### config.mk
export PLATFORM = sky130hd
export DESIGN_NAME = gpr_alu_unit
export DESIGN_NICKNAME = d
export VERILOG_FILES = /design/src/rtl/opx_pkg.sv /design/src/rtl/opx_gpr_file.sv /design/src/rtl/opx_alu.sv /design/src/rtl/opx_ccode.sv /design/src/rtl/gpr_alu_unit.sv
export SDC_FILE = /design/constraint.sdc
export NUM_CORES = 1
export LEC_CHECK = 0
export ABC_AREA = 1
export BUFFER_PORTS_ARGS = -buffer_cell sky130_fd_sc_hd__buf_4
export CAP_MARGIN = 10
export CORE_MARGIN = 1.5
export CORE_UTILIZATION = 45
export CTS_BUF_LIST = sky130_fd_sc_hd__clkbuf_4 sky130_fd_sc_hd__clkbuf_8 sky130_fd_sc_hd__clkbuf_16
export CTS_CLUSTER_DIAMETER = 120
export DETAILED_ROUTE_END_ITERATION = 10
export PLACE_DENSITY = 0.61
export SLEW_MARGIN = 5
export SYNTH_ARGS = -nofsm -noshare
export SYNTH_HDL_FRONTEND = slang
export SYNTH_HIERARCHICAL = 1
export SYNTH_SLANG_ARGS = --single-unit
### constraint.sdc
create_clock -name clk -period 5.1 [get_ports clk]
set_input_delay 1.02 -clock clk [delete_from_list [all_inputs] [get_ports clk]]
set_output_delay 1.02 -clock clk [all_outputs]
set_load 0.02 [all_outputs]
### src/rtl/opx_pkg.sv
package opx_pkg;

  localparam logic [3:0] OPC_ADD = 4'h1;
  localparam logic [3:0] OPC_AND = 4'h5;
  localparam logic [3:0] OPC_NOT = 4'h9;

  typedef struct packed {
    logic neg;
    logic zero;
    logic pos;
  } ccode_t;

  localparam ccode_t CC_RESET = '{neg: 1'b0, zero: 1'b1, pos: 1'b0};

endpackage

### src/rtl/opx_gpr_file.sv
module opx_gpr_file #(
  parameter int DW   = 16,
  parameter int NREG = 8,
  parameter int AW   = $clog2(NREG)
) (
  input  logic          clk,
  input  logic          rst_n,
  input  logic          we,
  input  logic [AW-1:0] waddr,
  input  logic [DW-1:0] wdata,
  input  logic [AW-1:0] raddr_a,
  input  logic [AW-1:0] raddr_b,
  output logic [DW-1:0] rdata_a,
  output logic [DW-1:0] rdata_b
);

  logic [NREG-1:0][DW-1:0] regs;
  logic [NREG-1:0]         wsel;

  generate
    for (genvar g = 0; g < NREG; g++) begin : g_dec
      assign wsel[g] = we && (waddr == AW'(g));
    end
  endgenerate

  always_ff @(posedge clk or negedge rst_n) begin
    if (!rst_n) begin
      regs <= '0;
    end else begin
      for (int i = 0; i < NREG; i++) begin
        if (wsel[i]) regs[i] <= wdata;
      end
    end
  end

  // Reads see the registered state, so a same-cycle write is not visible.
  assign rdata_a = regs[raddr_a];
  assign rdata_b = regs[raddr_b];

  p_write_lands_r3: assert property (@(posedge clk) disable iff (!rst_n)
    we |=> regs[$past(waddr)] == $past(wdata));

endmodule

### src/rtl/opx_alu.sv
module opx_alu #(
  parameter int DW    = 16,
  parameter int IMM_W = 5
) (
  input  logic             clk,
  input  logic             rst_n,
  input  logic [3:0]       opc,
  input  logic             imm_mode,
  input  logic [IMM_W-1:0] imm,
  input  logic [DW-1:0]    a,
  input  logic [DW-1:0]    b,
  output logic [DW-1:0]    res
);
  import opx_pkg::*;

  localparam int EXT_W = DW - IMM_W;

  logic [DW-1:0] imm_ext;
  logic [DW-1:0] opnd2;

  assign imm_ext = {{EXT_W{imm[IMM_W-1]}}, imm};
  assign opnd2   = imm_mode ? imm_ext : b;

  always_comb begin
    unique case (opc)
      OPC_ADD: res = a + opnd2;
      OPC_AND: res = a & opnd2;
      OPC_NOT: res = ~a;
      default: res = a;
    endcase
  end

  p_add_zero_imm_r8: assert property (@(posedge clk) disable iff (!rst_n)
    (opc == OPC_ADD && imm_mode && imm == '0) |-> res == a);

  p_and_self_r6: assert property (@(posedge clk) disable iff (!rst_n)
    (opc == OPC_AND && !imm_mode && b == a) |-> res == a);

endmodule

### src/rtl/opx_ccode.sv
module opx_ccode #(
  parameter int DW = 16
) (
  input  logic            clk,
  input  logic            rst_n,
  input  logic            load,
  input  logic [DW-1:0]   value,
  output opx_pkg::ccode_t flags
);
  import opx_pkg::*;

  ccode_t nxt;

  always_comb begin
    nxt.neg  = value[DW-1];
    nxt.zero = (value == '0);
    nxt.pos  = !value[DW-1] && (value != '0);
  end

  always_ff @(posedge clk or negedge rst_n) begin
    if (!rst_n)    flags <= CC_RESET;
    else if (load) flags <= nxt;
  end

  p_flags_onehot_r11: assert property (@(posedge clk) disable iff (!rst_n)
    $countones(flags) == 1);

  p_flags_hold_r11: assert property (@(posedge clk) disable iff (!rst_n)
    !load |=> $stable(flags));

  p_neg_loads_r10: assert property (@(posedge clk) disable iff (!rst_n)
    (load && value[DW-1]) |=> flags.neg);

endmodule

### src/rtl/gpr_alu_unit.sv
module gpr_alu_unit #(
  parameter int DATA_W   = 16,
  parameter int NUM_REGS = 8,
  parameter int IMM_W    = 5
) (
  input  logic        clk,
  input  logic        rst_n,
  input  logic [15:0] insn_i,
  input  logic [15:0] wb_bus_i,
  input  logic        reg_we_i,
  input  logic        flag_we_i,
  output logic [15:0] rd_a_o,
  output logic [15:0] rd_b_o,
  output logic [15:0] alu_res_o,
  output logic [2:0]  cond_o
);
  import opx_pkg::*;

  localparam int AW       = $clog2(NUM_REGS);
  localparam int OPC_LSB  = 12;
  localparam int DST_LSB  = 9;
  localparam int SRC1_LSB = 6;
  localparam int MODE_BIT = 5;
  localparam int SRC2_LSB = 0;

  logic [3:0]        opc;
  logic [AW-1:0]     dst_sel, src1_sel, src2_sel;
  logic [DATA_W-1:0] opa, opb;
  ccode_t            flags;

  assign opc      = insn_i[OPC_LSB +: 4];
  assign dst_sel  = insn_i[DST_LSB +: AW];
  assign src1_sel = insn_i[SRC1_LSB +: AW];
  assign src2_sel = insn_i[SRC2_LSB +: AW];

  opx_gpr_file #(.DW(DATA_W), .NREG(NUM_REGS), .AW(AW)) u_gpr (
    .clk     (clk),
    .rst_n   (rst_n),
    .we      (reg_we_i),
    .waddr   (dst_sel),
    .wdata   (wb_bus_i),
    .raddr_a (src1_sel),
    .raddr_b (src2_sel),
    .rdata_a (opa),
    .rdata_b (opb)
  );

  opx_alu #(.DW(DATA_W), .IMM_W(IMM_W)) u_alu (
    .clk      (clk),
    .rst_n    (rst_n),
    .opc      (opc),
    .imm_mode (insn_i[MODE_BIT]),
    .imm      (insn_i[IMM_W-1:0]),
    .a        (opa),
    .b        (opb),
    .res      (alu_res_o)
  );

  opx_ccode #(.DW(DATA_W)) u_cc (
    .clk   (clk),
    .rst_n (rst_n),
    .load  (flag_we_i),
    .value (wb_bus_i),
    .flags (flags)
  );

  assign rd_a_o = opa;
  assign rd_b_o = opb;
  assign cond_o = {flags.neg, flags.zero, flags.pos};

endmodule

# After elaboration in Yosys (flattened, before gate mapping)
# Index checks and enable logic that the tools add are counted.
word_totals:
  regBits: 131
  inputBits: 36
  output_inout_bits: 51
  wordCells: 45
op_classes:
  n_addsub: 1
  magnitude_cmp: 2
  eq_ne: 10
  mux: 6
  bitwise: 2
  reduce_logical: 13
op_table:
  columns: ["cell", "count"]
  rows:
  - ["$bmux 16 s3", 2]
  - ["$mux 16", 3]
  - ["$pmux 16 s3", 1]
  - ["$add 16x16->16", 1]
  - ["$and 16x16->16", 1]
  - ["$logic_not 16->1", 1]
  - ["$not 16->16", 1]
  - ["$reduce_bool 16->1", 1]
  - ["$eq 3x3->1 const B", 4]
  - ["$logic_and 1x1->1", 9]
  - ["$lt 3x4->1 const B", 2]
  - ["$eq 3x2->1 const B", 2]
  - ["$eq 4x1->1 const B", 1]
  - ["$eq 4x3->1 const B", 1]
  - ["$eq 4x4->1 const B", 1]
  - ["$eq 3x1->1 const B", 1]
  - ["$logic_not 3->1", 1]
  - ["$logic_not 1->1", 1]

# Logic depth before layout (Yosys ltp)
depth:
  word_depth: 5
  ltp_mapped: 19
  ltp_nobuf: 18

# Modules after synthesis
# The synthesis kept the hierarchy.
by_module_without_submodules:
  columns: ["module", "n_inst", "cells_each", "area_each_um2", "seq_area_each_um2"]
  rows:
  - ["opx_gpr_file", 1, 1165, 7490.9, 3203.1]
  - ["opx_alu", 1, 298, 1574.0, 0.0]
  - ["opx_ccode", 1, 28, 181.4, 76.3]

# Worst setup path after synthesis
# Ideal clock, no wire load.
synth_timing:
  path_kind: "input-to-output"
  startpoint: "in insn_i[0]"
  endpoint: "out alu_res_o[4]"
  t_arrival_ns: 3.459
  slack_ns: 0.621
  stages: 16
  path_buffers: 1
  path_cell_list: "inv_2 -> clkbuf_1 -> nand2_1 -> nand3_1 -> nand2_1 -> nand2_1 -> nand2_1 -> mux2_2 -> ha_1 -> fa_1 -> nand2_1 -> nand2_1 -> and2_1 -> or2_0 -> nand3_1 -> o2111ai_1"
synth_between:
  elab_chain_cells: 5
synth_rtl:
  columns: ["element", "line", "text"]
  rows:
  - ["from (decl)", "gpr_alu_unit.sv:8", "input logic [15:0] insn_i,"]
  - ["$bmux 16 s3", "opx_gpr_file.sv:38", "assign rdata_b = regs[raddr_b];"]
  - ["$mux 16 (implied by the code)", "opx_gpr_file.sv:38", null]
  - ["net rd_b_o[0]", "gpr_alu_unit.sv:13", "output logic [15:0] rd_b_o,"]
  - ["$mux 16", "opx_alu.sv:22", "assign opnd2 = imm_mode ? imm_ext : b;"]
  - ["$add 16x16->16", "opx_alu.sv:26", "OPC_ADD: res = a + opnd2;"]
  - ["$pmux 16 s3", "opx_alu.sv:25", "unique case (opc)"]
  - ["to (decl)", "gpr_alu_unit.sv:14", "output logic [15:0] alu_res_o,"]
# The timed path passes the listed nets, and every way through them passes these cells. The select of a mux whose other input is x is not followed.

# Final worst setup path
layout_timing:
  startpoint: "in insn_i[0]"
  endpoint: "out alu_res_o[13]"
layout_between:
  elab_chain_cells: 5
layout_rtl:
  columns: ["element", "line"]
  rows:
  - ["$bmux 16 s3", "opx_gpr_file.sv:38"]
  - ["$mux 16 (implied by the code)", "opx_gpr_file.sv:38"]
  - ["$mux 16 (*)", "opx_alu.sv:22"]
  - ["$add 16x16->16 / $and 16x16->16 (equally long branches)", "opx_alu.sv:26, opx_alu.sv:27"]
  - ["$pmux 16 s3 (*)", "opx_alu.sv:25"]
# Mark *: on every way between the ends. The rest lies on a longest branch, timed or not. The select of a mux whose other input is x is not followed.

==> impl_metrics.ini <==
[pwr]
ir_worst_vdd_uv = 210
p_per_area_nw_per_um2 = 355
p_leak_uw = 0.00603

[timing]
max_slew.worst_pin.slew_ns = 0.853
rsz0062_at_grt = no
fin_skew_ns = 0
setup_viol = 0
tns_ns = 0
period_minus_slack_ns = 4.75
finalHoldViolCount = 0
slew_violations = 0
fmax_mhz = 210
slew_headroom = 0.431
timing.final.crit_share = 0.932

[hold_path]
min_path_cells = 2
hp-class = reg -> reg

[global_route]
antenna_found_initial = 0
first_global_vias = 8868
grt_overflow_total = 0
grt_first_pass_wirelength_mm = 48.9
grt_max_degree = 51
gr-usage-all-layers = 0.294

[route]
drt_iter0_drc = 761
drc = 0
wl_per_cell_um = 16.6
vias = 9381
antenna_left = 0
first_pass_iters = 7
wirelength_mm = 30.4
via_per_inst = 5.12

[worst_setup_path]
cp.depth = 20
slowest_stage = ha_1
required_ns = 4.08
crit_end = alu_res_o[13]
crit_buf_inv = 5
end_kind = primary output
startpoint = insn_i[0]
crit-reg2reg-launch = u_gpr/regs[62]$_DFFE_PN0P_
startpoint_type = input pin
cp_top_family = simple AND/OR/NAND/NOR gates
worstSetupPathType = in -> out
crit_top_cell = nand2_1
cpPeakStageDelay_ns = 0.32
arrival_ns = 3.73
crit_chain = buf_4, inv_2, buf_4, nand2_1, nand3_1, nand2_1, nand2_1, nand2_1, mux2_2, ha_1, nand2_1, inv_1, nand2_1, nand3_1, nand2_1, nand2_1, nand2_1, nand3_1, nand3_1, buf_4
rr_worst_depth = 2
rrSetupSlack_ns = 4.35
reg2reg_to = u_gpr/regs[62]$_DFFE_PN0P_
worst-path-max-fanout = 18

[final_layout]
antenna_cells = 0
fin_util = 0.530
mostFrequentLayoutCells = 670 x nand2_1, 209 x inv_1, 157 x nand3_1, 134 x o21ai_0, 130 x dfrtp_1
final_layout_size_suffix_gt1_frac = 0.111
nNetsFinal = 1601
area_delta_synth_final_pct = 15.6
nFillCells = 2136
ff_latch_area_sq_um = 3280
multi_input_area_sq_um = 4790
final_common_cell = nand2_1

[die]
start_util = 0.458
die_area_sq_um = 21400
rows = 52
core-area_sq_um = 20200
io_pins = 87
die_y_um = 146
die_w_um = 146

[place]
port_buffers = 86
place.gp.congestion = 1.00
hpwlAfterDp_mm = 20.9

[synthesis]
yosys_warnings = 6
synth_area_sq_um = 9250
ys_seq_area_frac = 0.355
synth_edf_count = 0
synthArstFlopShare = 1.00
syn_nets = 1544
synth_area_per_cell_sq_um = 6.20
ys.flop_type = dfrtp_1
synthCells = 1491
synth_seq_cells = 131
yosysUniqueCellTypes = 38

[cts]
path_clk_slew_ns = 0.06
worstSkewPairLatency_ns = 0.43
cts_hold_repair.buffers = 0
htreeDepth = 4
cts_resized = 0
cts-buffers-inserted = 17
cts_tree = yes
root_buffer = clkbuf_16
clk_path_buf_depth = 2
postCtsSetupBuffers = 0
clock-sinks = 131

[run_status]
status = complete, no violations

[flow_run]
maxCapViolCount = 0
worst reg2reg max path: cells and delay by family, from the launching register on:
kind	cells	cell delay, ns
flops	1	0.39
compound gates	1	0.12
simple gates	1	0.08
per-stage QoR:
step | total power, uW | instances | setup slack (ns) | instance area [sq um] | hold WS (ns)
6_report | 3790 | 1831 | 0.346 | 10700 | 0.470
3_5_place_dp | 2580 | 1799 | 0.441 | 10100 | 0.463
2_1_floorplan | 2170 | 1491 | 0.621 | 9250 | 0.453
4_1_cts | 3790 | 1831 | 0.435 | 10700 | 0.469
3_3_place_gp | 2560 | 1799 | 0.471 | 10100 | 0.456
5_1_grt | 4040 | 1831 | 0.120 | 10700 | 0.498
worst min path at each step:
stage                               from                   endpoint  slack [ns]
2_1_floorplan  u_gpr/regs[0]$_DFFE_PN0P_  u_gpr/regs[0]$_DFFE_PN0P_        0.45
3_3_place_gp   u_cc/flags[1]$_DFFE_PN1P_  u_cc/flags[1]$_DFFE_PN1P_        0.46
3_5_place_dp   u_cc/flags[1]$_DFFE_PN1P_  u_cc/flags[1]$_DFFE_PN1P_        0.46
4_1_cts        u_cc/flags[1]$_DFFE_PN1P_  u_cc/flags[1]$_DFFE_PN1P_        0.47
5_1_grt        u_cc/flags[1]$_DFFE_PN1P_  u_cc/flags[1]$_DFFE_PN1P_        0.50
6_report       u_cc/flags[1]$_DFFE_PN1P_  u_cc/flags[1]$_DFFE_PN1P_        0.47
cell usage after synthesis, drive strengths merged (6+ instances only):
master | instances | area [sq um]
ha | 16 | 200
nand2 | 672 | 2530
o21ai | 146 | 742
inv | 216 | 811
buf | 49 | 265
clkbuf | 27 | 105
nand3 | 160 | 826
dfrtp | 130 | 3250
a21oi | 7 | 35.0
nor2 | 29 | 145
o22ai | 8 | 50.1
nand3b | 6 | 45.0
routing by layer:
metal	GRT usage	wire, um	up-vias
met3	0.0544	2390	35
met4	0.0818	495	0
met2	0.455	13200	373
li1	-	-	4713
met5	0	0	-
met1	0.421	14300	4260
where the power goes:
group,switching (uW),leakage (uW),internal (uW),total (uW)
sequential,95.0,0.00164,1230,1330
combinational,820,0.00411,433,1250
clock,549,0.000273,658,1210
flip-flops by register name, indices dropped and copies added, names as in the netlist:
name,count
u_cc/flags,3
u_gpr/regs,128
logic make-up after synthesis:
family,after synthesis,synth area share
buffers and inverters,292,0.128
AO/OA/AOI/OAI,168,0.0958
AND/OR/NAND/NOR,879,0.393
multiplexers,4,0.00487
adder cells (fa/ha/maj),17,0.0238
flip-flops,131,0.355
layout make-up:
cell class	instances	area share
clock buffer	18	0.0411
clock inverter	14	0.0125
inverter	216	0.0759
multi-input combinational	1068	0.448
sequential	131	0.307
tap	270	0.0316
timing repair buffer	114	0.0836
Power figures use the tool's default switching activity.
